<file path="src/rtl/rotprio_pkg.sv">
package rotprio_pkg;

   typedef enum logic [1:0] {
      SEQ_IDLE  = 2'd0,
      SEQ_BASE  = 2'd1,
      SEQ_CASC  = 2'd2,
      SEQ_MODE  = 2'd3
   } seq_state_e;

   typedef enum logic [2:0] {
      OP_ROT_OFF  = 3'd0,
      OP_EOI_TOP  = 3'd1,
      OP_NONE     = 3'd2,
      OP_EOI_LINE = 3'd3,
      OP_ROT_ON   = 3'd4,
      OP_EOI_ROT  = 3'd5,
      OP_SET_PRI  = 3'd6,
      OP_LINE_ROT = 3'd7
   } op_code_e;

endpackage

</file>
<file path="src/rtl/rotprio_scan.sv">
module rotprio_scan #(
   parameter int LVL_W = 3
) (
   input  logic [(1<<LVL_W)-1:0] req,
   input  logic [LVL_W-1:0]      offs,
   output logic                  found,
   output logic [LVL_W-1:0]      level
);
   localparam int N = 1 << LVL_W;

   logic [2*N-1:0] dbl;
   logic [N-1:0]   rot;
   logic [LVL_W-1:0] rank;

   assign dbl = {req, req} >> offs;
   assign rot = dbl[N-1:0];

   always_comb begin
      rank = '0;
      for (int i = N - 1; i >= 0; i--) begin
         if (rot[i]) rank = LVL_W'(i);
      end
   end

   assign found = |rot;
   assign level = rank + offs;
endmodule

</file>
<file path="src/rtl/rotprio_capture.sv">
module rotprio_capture #(
   parameter int N = 8
) (
   input  logic         clk,
   input  logic         rst_n,
   input  logic [N-1:0] irq_in,
   input  logic [N-1:0] trig,
   input  logic         clr_all,
   input  logic [N-1:0] ack_clr,
   output logic [N-1:0] irr
);
   logic [N-1:0] prev;

   for (genvar g = 0; g < N; g++) begin : g_line
      always_ff @(posedge clk or negedge rst_n) begin
         if (!rst_n) begin
            irr[g]  <= 1'b0;
            prev[g] <= 1'b0;
         end else if (clr_all) begin
            irr[g]  <= 1'b0;
            prev[g] <= 1'b0;
         end else begin
            prev[g] <= irq_in[g];
            if (trig[g])
               irr[g] <= irq_in[g];
            else if (irq_in[g] && !prev[g])
               irr[g] <= 1'b1;
            else if (ack_clr[g])
               irr[g] <= 1'b0;
         end
      end
   end

   assert_level_follow_R3: assert property (@(posedge clk) disable iff (!rst_n)
      !clr_all |=> ((irr & $past(trig)) == ($past(irq_in) & $past(trig))));

   assert_edge_set_R2: assert property (@(posedge clk) disable iff (!rst_n)
      !clr_all |=> ((irr & $past(irq_in & ~prev & ~trig)) == $past(irq_in & ~prev & ~trig)));
endmodule

</file>
<file path="src/rtl/rotprio_intc.sv">
module rotprio_intc
   import rotprio_pkg::*;
#(
   parameter int           LVL_W     = 3,
   parameter bit           IS_MASTER = 1'b1,
   parameter int           CASC_LINE = 2,
   parameter logic [7:0]   TRIG_MASK = 8'hF8
) (
   input  logic             clk,
   input  logic             rst_n,
   input  logic [7:0]       irq_in,
   input  logic             wr_en,
   input  logic             rd_en,
   input  logic             addr,
   input  logic [7:0]       wdata,
   output logic [7:0]       rdata,
   input  logic             trig_wr,
   input  logic [7:0]       trig_data,
   input  logic             ack,
   output logic [2:0]       ack_level,
   output logic [4:0]       vec_base,
   output logic             int_req
);
   localparam int N      = 1 << LVL_W;
   localparam int BASE_W = 8 - LVL_W;

   if (LVL_W != 3) begin : g_bad_width
      $error("rotprio_intc: LVL_W must be 3 for a byte-wide register port");
   end
   if (CASC_LINE < 0 || CASC_LINE >= N) begin : g_bad_casc
      $error("rotprio_intc: CASC_LINE out of range");
   end

   // state
   logic [N-1:0]      imr, isr, trig;
   logic [LVL_W-1:0]  offs;
   logic              rot_aeoi, aeoi, sfnm, smm, poll, rsel, need_w4, single;
   logic [BASE_W-1:0] base;
   seq_state_e        seq;

   logic [N-1:0]      imr_n, isr_n;
   logic [LVL_W-1:0]  offs_n;
   logic              rot_aeoi_n, aeoi_n, sfnm_n, smm_n, poll_n, rsel_n, need_w4_n, single_n;
   logic [BASE_W-1:0] base_n;
   seq_state_e        seq_n;

   logic [N-1:0]      irr, ack_clr, cmp_mask, casc_keep;
   logic              init_clr;

   // trigger capture
   rotprio_capture #(.N(N)) u_capture (
      .clk     (clk),
      .rst_n   (rst_n),
      .irq_in  (irq_in),
      .trig    (trig),
      .clr_all (init_clr),
      .ack_clr (ack_clr),
      .irr     (irr)
   );

   // priority resolution
   logic             req_found, cmp_found, eoi_found;
   logic [LVL_W-1:0] req_level, cmp_level, eoi_level;
   logic [LVL_W-1:0] req_rank, cmp_rank;
   logic             win;
   logic [LVL_W-1:0] win_level;

   if (IS_MASTER) begin : g_master
      assign casc_keep = sfnm ? ~(N'(1) << CASC_LINE) : '1;
   end else begin : g_slave
      assign casc_keep = '1;
   end

   assign cmp_mask = isr & (smm ? ~imr : '1) & casc_keep;

   rotprio_scan #(.LVL_W(LVL_W)) u_scan_req (
      .req (irr & ~imr), .offs (offs), .found (req_found), .level (req_level));
   rotprio_scan #(.LVL_W(LVL_W)) u_scan_cmp (
      .req (cmp_mask),   .offs (offs), .found (cmp_found), .level (cmp_level));
   rotprio_scan #(.LVL_W(LVL_W)) u_scan_eoi (
      .req (isr),        .offs (offs), .found (eoi_found), .level (eoi_level));

   assign req_rank  = req_level - offs;
   assign cmp_rank  = cmp_level - offs;
   assign win       = req_found && (!cmp_found || (req_rank < cmp_rank));
   assign win_level = req_level;
   assign ack_level = win ? win_level : 3'd7;
   assign vec_base  = base;

   // read multiplexer
   always_comb begin
      if (poll)
         rdata = win ? {1'b1, {(N-1-LVL_W){1'b0}}, win_level} : '0;
      else if (!addr)
         rdata = rsel ? isr : irr;
      else
         rdata = imr;
   end

   // command decode and next state
   logic do_ack;
   op_code_e op;
   assign op = op_code_e'(wdata[7:5]);
   assign do_ack = (ack || (rd_en && poll)) && win;

   always_comb begin
      imr_n = imr;  isr_n = isr;  offs_n = offs;
      rot_aeoi_n = rot_aeoi;  aeoi_n = aeoi;  sfnm_n = sfnm;  smm_n = smm;
      poll_n = poll;  rsel_n = rsel;  need_w4_n = need_w4;  single_n = single;
      base_n = base;  seq_n = seq;
      ack_clr = '0;  init_clr = 1'b0;

      if (rd_en && poll) poll_n = 1'b0;

      if (do_ack) begin
         ack_clr = N'(1) << win_level;
         if (aeoi) begin
            if (rot_aeoi) offs_n = win_level + 1'b1;
         end else begin
            isr_n[win_level] = 1'b1;
         end
      end

      if (wr_en) begin
         if (!addr) begin
            if (wdata[4]) begin
               init_clr = 1'b1;
               imr_n = '0;  isr_n = '0;  offs_n = '0;
               rot_aeoi_n = 1'b0;  aeoi_n = 1'b0;  sfnm_n = 1'b0;  smm_n = 1'b0;
               poll_n = 1'b0;  rsel_n = 1'b0;  base_n = '0;
               need_w4_n = wdata[0];
               single_n  = wdata[1];
               seq_n     = SEQ_BASE;
            end else if (wdata[3]) begin
               if (wdata[2]) poll_n = 1'b1;
               if (wdata[1]) rsel_n = wdata[0];
               if (wdata[6]) smm_n  = wdata[5];
            end else begin
               case (op)
                  OP_ROT_OFF: rot_aeoi_n = 1'b0;
                  OP_ROT_ON:  rot_aeoi_n = 1'b1;
                  OP_EOI_TOP, OP_EOI_ROT: begin
                     if (eoi_found) begin
                        isr_n[eoi_level] = 1'b0;
                        if (op == OP_EOI_ROT) offs_n = eoi_level + 1'b1;
                     end
                  end
                  OP_EOI_LINE: isr_n[wdata[LVL_W-1:0]] = 1'b0;
                  OP_SET_PRI:  offs_n = wdata[LVL_W-1:0] + 1'b1;
                  OP_LINE_ROT: begin
                     isr_n[wdata[LVL_W-1:0]] = 1'b0;
                     offs_n = wdata[LVL_W-1:0] + 1'b1;
                  end
                  default: ;
               endcase
            end
         end else begin
            case (seq)
               SEQ_IDLE: imr_n = wdata;
               SEQ_BASE: begin
                  base_n = wdata[7:LVL_W];
                  seq_n  = single ? (need_w4 ? SEQ_MODE : SEQ_IDLE) : SEQ_CASC;
               end
               SEQ_CASC: seq_n = need_w4 ? SEQ_MODE : SEQ_IDLE;
               SEQ_MODE: begin
                  sfnm_n = wdata[4];
                  aeoi_n = wdata[1];
                  seq_n  = SEQ_IDLE;
               end
               default: seq_n = SEQ_IDLE;
            endcase
         end
      end
   end

   always_ff @(posedge clk or negedge rst_n) begin
      if (!rst_n) begin
         imr <= '0;  isr <= '0;  trig <= '0;  offs <= '0;
         rot_aeoi <= 1'b0;  aeoi <= 1'b0;  sfnm <= 1'b0;  smm <= 1'b0;
         poll <= 1'b0;  rsel <= 1'b0;  need_w4 <= 1'b0;  single <= 1'b0;
         base <= '0;  seq <= SEQ_IDLE;  int_req <= 1'b0;
      end else begin
         imr <= imr_n;  isr <= isr_n;  offs <= offs_n;
         rot_aeoi <= rot_aeoi_n;  aeoi <= aeoi_n;  sfnm <= sfnm_n;  smm <= smm_n;
         poll <= poll_n;  rsel <= rsel_n;  need_w4 <= need_w4_n;  single <= single_n;
         base <= base_n;  seq <= seq_n;
         if (trig_wr) trig <= trig_data & TRIG_MASK;
         int_req <= win;
      end
   end

   // assertions
   assert_int_cause_R4: assert property (@(posedge clk) disable iff (!rst_n)
      $rose(int_req) |-> $past(|(irr & ~imr)));

   assert_aeoi_isr_R7: assert property (@(posedge clk) disable iff (!rst_n)
      (ack && aeoi && !wr_en) |=> $stable(isr));

   assert_aeoi_rot_R7: assert property (@(posedge clk) disable iff (!rst_n)
      (ack && win && aeoi && rot_aeoi && !wr_en) |=> (offs == $past(win_level + 3'd1)));

   assert_poll_clear_R11: assert property (@(posedge clk) disable iff (!rst_n)
      (rd_en && poll && !wr_en) |=> !poll);

   assert_base_store_R9: assert property (@(posedge clk) disable iff (!rst_n)
      (wr_en && addr && seq == SEQ_BASE) |=> (vec_base == $past(wdata[7:3])));

   assert_mask_load_R12: assert property (@(posedge clk) disable iff (!rst_n)
      (wr_en && addr && seq == SEQ_IDLE) |=> (imr == $past(wdata)));
endmodule

</file>
<file path="config.mk">
export PLATFORM = sky130hd
export DESIGN_NAME = rotprio_intc
export DESIGN_NICKNAME = d
export VERILOG_FILES = /design/src/rtl/rotprio_pkg.sv /design/src/rtl/rotprio_scan.sv /design/src/rtl/rotprio_capture.sv /design/src/rtl/rotprio_intc.sv
export SDC_FILE = /design/constraint.sdc
export NUM_CORES = 1
export LEC_CHECK = 0
export BUFFER_PORTS_ARGS = -buffer_cell sky130_fd_sc_hd__buf_4
export CAP_MARGIN = 20
export CORE_MARGIN = 2
export CORE_UTILIZATION = 30
export CTS_BUF_LIST = sky130_fd_sc_hd__clkbuf_8 sky130_fd_sc_hd__clkbuf_16
export CTS_CLUSTER_DIAMETER = 100
export DETAILED_ROUTE_END_ITERATION = 12
export GPL_ROUTABILITY_DRIVEN = 0
export MAX_ROUTING_LAYER = met4
export PLACE_DENSITY_LB_ADDON = 0.1
export SLEW_MARGIN = 5
export SYNTH_ARGS = -nofsm -noshare
export SYNTH_HDL_FRONTEND = slang
export SYNTH_HIERARCHICAL = 1
export SYNTH_SLANG_ARGS = --single-unit
</file>
<file path="constraint.sdc">
create_clock -name clk -period 8.2 [get_ports clk]
set_clock_uncertainty 0.2 [all_clocks]
set_input_delay 2.46 -clock clk [delete_from_list [all_inputs] [get_ports clk]]
set_output_delay 2.46 -clock clk [all_outputs]
set_load 0.05 [all_outputs]
</file>
; Yosys cells after proc, flatten, opt, wreduce, memory -nomap -nowiden
; Index checks and enable logic that the tools add are counted.
[word_totals]
reg_bits = 56
latchBits = 0
mem_bits_rw = 0
rom_bits = 0
input_bits = 31
out_inout_bits = 17
word_cells = 255
memories = 0
[op_classes]
add_sub_neg = 8
n_mul = 0
div = 0
n_lt_le_gt_ge = 7
n_eq_ne = 14
shift = 4
n_mux = 127
bitwise = 10
reduce_logical = 54
[op_table]
columns = op, n
row1 = 2-to-1 mux 8 bit, 16
row2 = 2-to-1 mux 3 bit, 35
row3 = 2-to-1 mux 1 bit, 62
row4 = >> shifter 16 x 3 -> 8 bit, 3
row5 = AND 8 bit, 5
row6 = NOT 8 bit, 3
row7 = OR reduction 8 bit, 3
row8 = nonzero test 4 bit, 5
row9 = one-hot mux 8 bit (2 select lines), 1
row10 = 2-to-1 mux 5 bit, 3
row11 = AND reduction 3 bit, 5
row12 = logical AND 1 bit, 14
row13 = "== test 3 bit, second input constant", 4
row14 = "less-than comparator 3 x 4 -> 1 bit, second input constant", 3
row15 = AND reduction 4 bit, 3
row16 = nonzero test 3 bit, 4
row17 = "adder 3 x 1 -> 3 bit, second input constant", 3
row18 = adder 3 bit, 3
row19 = demux 1 bit (select 3 bit), 3
row20 = ">= comparator 3 x 1 -> 1 bit, second input constant", 3
row21 = logical NOT 1 bit, 9
row22 = 2-to-1 mux 2 bit, 4
row23 = "inequality test 2 x 1 -> 1 bit, second input constant", 4
row24 = bitwise OR 8 bit, 1
row25 = other kinds (17), 25

; Longest topological paths before layout
[depth]
word_depth = 27
ltp_mapped = 24
depth_no_buf = 21

; Cells and area by module
; Netlist, hierarchy kept.
[modules_own_cells]
columns = mod, n_inst, cells_per_inst, area_per_inst_um2, seq_area_each_um2
row1 = rotprio_intc, 1, 334, 2911.5, 1001.0
row2 = rotprio_scan at u_scan_eoi ..., 2, 72, 625.6, 0.0
row3 = rotprio_scan at u_scan_cmp, 1, 109, 790.8, 0.0
row4 = rotprio_capture, 1, 49, 655.6, 400.4

; Worst setup path before layout
; Ideal clock, no wire load.
[synth_path]
path_kind = flip-flop to output port
from = register offs[0]
to = output rdata[7]
t_arrival_ns = 5.157
required_ns = 5.540
setup_slack_ns = 0.383
stages_incl_launch_ff = 23
n_path_buf = 4
path_cell_list = dfrtp_1 > buf_6 > buf_2 > mux4_2 > nor2_1 > o311ai_1 > nor2_1 > nor2_1 > o31ai_1 > ha_1 > inv_1 > fa_1 > xor2_1 > xnor2_1 > buf_2 > xor2_1 > xnor2_1 > ha_1 > o21a_1 > and2_1 > nand2b_4 > buf_6 > mux2i_1
[synth_between]
elab_chain_cells = 16
elab_cells_between_ends = 30
cone_classes = add/sub (4) / order compare (1) / shift (2) / mux (18) / reduce/logical (5)
[synth_lines]
columns = item, line_no
row1 = "start, declared", rotprio_intc.sv:36  ; logic [LVL_W-1:0] offs;
row2 = "start signal, assigned", rotprio_intc.sv:183  ; imr <= imr_n; isr <= isr_n; offs <= offs_n;
row3 = >> shifter 16 x 3 -> 8 bit, rotprio_scan.sv:15  ; assign dbl = {req, req} >> offs;
row4 = 2-to-1 mux 3 bit (8 in series), rotprio_scan.sv:21  ; if (rot[i]) rank = LVL_W'(i);
row5 = adder 3 bit (*), rotprio_scan.sv:26  ; assign level = rank + offs;
row6 = named net req_level[2], rotprio_intc.sv:63  ; logic [LVL_W-1:0] req_level, cmp_level, eoi_level;
row7 = subtractor 3 bit (*), rotprio_intc.sv:83  ; assign req_rank = req_level - offs;
row8 = less-than comparator 3 bit (*), rotprio_intc.sv:85  ; assign win = req_found && (!cmp_found || (req_rank < cmp_rank));
row9 = logical OR 1 bit (*), rotprio_intc.sv:85
row10 = logical AND 1 bit (*), rotprio_intc.sv:85
row11 = 2-to-1 mux 8 bit (*), rotprio_intc.sv:93  ; rdata = win ? {1'b1, {(N-1-LVL_W){1'b0}}, win_level} : '0;
row12 = 2-to-1 mux 8 bit (*), rotprio_intc.sv:92  ; if (poll)
row13 = "end, declared", rotprio_intc.sv:16  ; output logic [7:0] rdata,
; Mark *: on every way through the listed nets, which the timed path passes. The rest lies on a longest branch.

; Worst setup path after layout
[layout_path]
from = register u_capture.irr[4]
to = output rdata[1]
[layout_between]
elab_chain_cells = 17
elab_cells_between_ends = 18
cone_classes = add/sub (2) / order compare (1) / shift (1) / mux (10) / bitwise (1) / reduce/logical (3)
[layout_lines]
columns = item, line_no
row1 = "start, declared", rotprio_capture.sv:10  ; output logic [N-1:0] irr
row2 = "start signal, assigned by index", rotprio_capture.sv:25  ; irr[g] <= irq_in[g];
row3 = AND 8 bit (*), rotprio_intc.sv:77  ; .req (irr & ~imr), .offs (offs), .found (req_found), .level (req_level));
row4 = >> shifter 16 x 3 -> 8 bit (*), rotprio_scan.sv:15
row5 = 2-to-1 mux 3 bit (7 in series), rotprio_scan.sv:21
row6 = 2-to-1 mux 3 bit (*), rotprio_scan.sv:21
row7 = adder 3 bit (*), rotprio_scan.sv:26
row8 = named net req_level[0], rotprio_intc.sv:63
row9 = subtractor 3 bit (*), rotprio_intc.sv:83
row10 = less-than comparator 3 bit (*), rotprio_intc.sv:85
row11 = logical OR 1 bit (*), rotprio_intc.sv:85
row12 = logical AND 1 bit (*), rotprio_intc.sv:85
row13 = 2-to-1 mux 8 bit (*), rotprio_intc.sv:93
row14 = 2-to-1 mux 8 bit (*), rotprio_intc.sv:92
; Marks and branches as above.

==> results.toml <==
[worst_setup_path]
critPathLaunch = "u_capture/irr[4]$_DFFE_PN0P_"
cp-start-kind = "register"
crit_type = "register to output port"
critPathMaxFanout = 11
crit_path_end_kind = "output port"
crit_arrival_ns = 5.31
cp.required_ns = 5.54
r2r_cells = 19
r2r-end = "u_capture/irr[0]$_DFFE_PN0P_"
reg2reg_from = "u_capture/irr[4]$_DFFE_PN0P_"
r2r_slack_ns = 2.76
cp-endpoint = "rdata[1]"

[cells_and_area]
syn2layout_area_growth_pct = 13.7
fin_nets = 729
fin_cells = 909
antenna-diode-count = 0
finalCoreUtilization = 0.344
final_cell_mix = "67 x buf_4, 53 x dfrtp_1, 48 x nor2_1, 47 x inv_1, 37 x mux2i_1"
n_fill_cell = 1940
layout_commonest_cell = "buf_4"
drive_above_1_share = 0.193

[route]
vias_per_cell = 5.50
routedWlPerCell_um = 18.7
wl_um = 17000
drc = 0
ant_nets = 0
firstDrtPassIters = 5
drt_iter0_drc = 291
vias = 4996

[die]
initial_core_util = 0.303
die_h_um = 141
ios = 48
rows = 50
die_area_mm2 = 0.0198
die_w_um = 141
core_area_mm2 = 0.0185

[synth]
synthDistinctLibCells = 66
syn_area_mm2 = 0.00561
synth_edf_count = 0
synth_seq_area_share = 0.250
async_reset_ff_frac = 1.00
synth_seq_cells = 56
yosysWarnings = 6
synth_top_area_cell = "dfrtp_1"
synth_top_area_share = 0.250
syn_avg_cell_area_um2 = 8.82
synth_top_cells_by_area = "dfrtp_1 25%, mux4_2 8.0%, mux2i_1 6.6%, ha_1 4.2%, inv_1 3.2%"
netlist_instances = 636
synth_flop_cell = "dfrtp_1"

[cts]
cts.clk_slew.worst_paths_ns = 0.08
cts_root_buf = "clkbuf_16"
insertion_delay_ns = 0.30
postCtsHoldBufs = 0
cts_made_buffers = 5
tritoncts = "built"
htree_levels = 2
cts.sinks = 56
postCtsSetupBuffers = 0
clock_path_buffers = 2

[global_route]
grt_pass1_wl_um = 27500
grt_max_degree = 57
grt_pass1_vias = 4944
overflow = 0
gr-usage-all-layers = 0.178
antenna_found_initial = 0

[sta]
drv_slew = 0
worst_pin_slew_ns = 0.879
setup_viol = 0
fin_crit_sh = 0.972
rsz0062_at_grt = "false"
relSlewSlack = 0.409
post-route-min-period_ns = 7.97
hold_viol = 0
worst_hold_slack_ns = 0.309
timing.fmax_mhz = 126
fin_tns_setup_ns = 0

[run_status]
status = "completed"

[run]
max_cap_violations = 0

[placement]
numPortBuffers = 44
dp_hpwl_um = 12700
placed_cells = 899

[hold_path]
worstHoldPathType = "register to register"
==> flip-flops by register name (all words and copies together) (netlist names) <==
signal / cells
aeoi: 1
imr: 8
int_req: 1
isr: 8
need_w4: 1
offs: 3
poll: 1
rot_aeoi: 1
rsel: 1
seq: 2
sfnm: 1
single: 1
smm: 1
trig: 5
u_capture/irr: 8
u_capture/prev: 8
vec_base: 5
==> repair_timing <==
| item | in CTS | in global routing |
|---|---|---|
| endpoints found under the hold margin | 0 | 0 |
| gates resized for setup | 0 | 10 |
| setup endpoints to repair | 0 | 7 |
==> metrics by stage <==
stage               cell area, um^2  worst slack [ns]
floorplan                      5630             0.383
global placement               6190             0.514
detailed placement             6190             0.448
CTS                            6340             0.110
global route                   6380           0.00171
finish                         6380             0.233
==> cell type report <==
| class | instances | area [um^2] | share of cell area |
|---|---|---|---|
| multi-input cells | 494 | 3820 | 0.600 |
| well taps | 234 | 293 | 0.0459 |
| repair buffers | 68 | 518 | 0.0812 |
| inverters | 49 | 184 | 0.0288 |
| clock buffers | 5 | 125 | 0.0196 |
| flip-flops and latches | 56 | 1410 | 0.221 |
| clock inverters | 3 | 22.5 | 0.00353 |
==> critical path, stage by stage, from the launching register on <==
cell	delay [ns]
dfrtp_1	0.45
nor2b_2	0.24
mux4_2	0.51
mux2_2	0.28
a311oi_1	0.26
nor2_1	0.11
o21ai_1	0.14
o31ai_1	0.09
ha_1	0.40
inv_1	0.33
ha_1	0.21
inv_1	0.05
fa_1	0.43
ha_1	0.32
a211o_4	0.37
and2_1	0.17
nand2b_4	0.20
o22ai_1	0.20
buf_4	0.24
==> cell families after synthesis <==
logic type,Yosys count,synth area share
other,1,0.000669
XOR/XNOR,14,0.0219
AND/OR/NAND/NOR,214,0.214
flip-flops,56,0.250
buffers and inverters,91,0.0736
AO/OA/AOI/OAI,166,0.207
adder cells (fa/ha/maj),24,0.0602
multiplexers,70,0.172
==> synthesized netlist by cell type (all sizes together), types with 9 or more instances <==
library cell,n
dfrtp,56
a21oi,27
and3,9
buf,27
inv,48
nand2b,21
xnor2,9
clkbuf,15
nand3,18
nor4b,12
nor2b,26
o21ai,37
a21o,11
mux2i,37
nor2,48
mux4,20
nor3,15
a211oi,21
ha,19
mux2,13
nand2,31
==> worst min-delay path by stage <==
stage	startpoint	end	slack (ns)	depth (start not counted)
floorplan	rot_aeoi$_DFFE_PN0P_	rot_aeoi$_DFFE_PN0P_	0.27	2
global placement	sfnm$_DFFE_PN0P_	sfnm$_DFFE_PN0P_	0.29	1
detailed placement	sfnm$_DFFE_PN0P_	sfnm$_DFFE_PN0P_	0.30	1
CTS	sfnm$_DFFE_PN0P_	sfnm$_DFFE_PN0P_	0.31	1
global route	sfnm$_DFFE_PN0P_	sfnm$_DFFE_PN0P_	0.35	1
finish	sfnm$_DFFE_PN0P_	sfnm$_DFFE_PN0P_	0.31	1
==> routing by layer <==
layer	GRT usage	share of wire	vias up
met5	-	0	-
met4	0.0337	0.012	0
met3	0.0163	0.033	14
met2	0.289	0.48	97
met1	0.246	0.48	2495
li1	-	-	2390
Power is not shown: default switching activity piles up to over one toggle a cycle in this logic, so the estimate is an artifact.
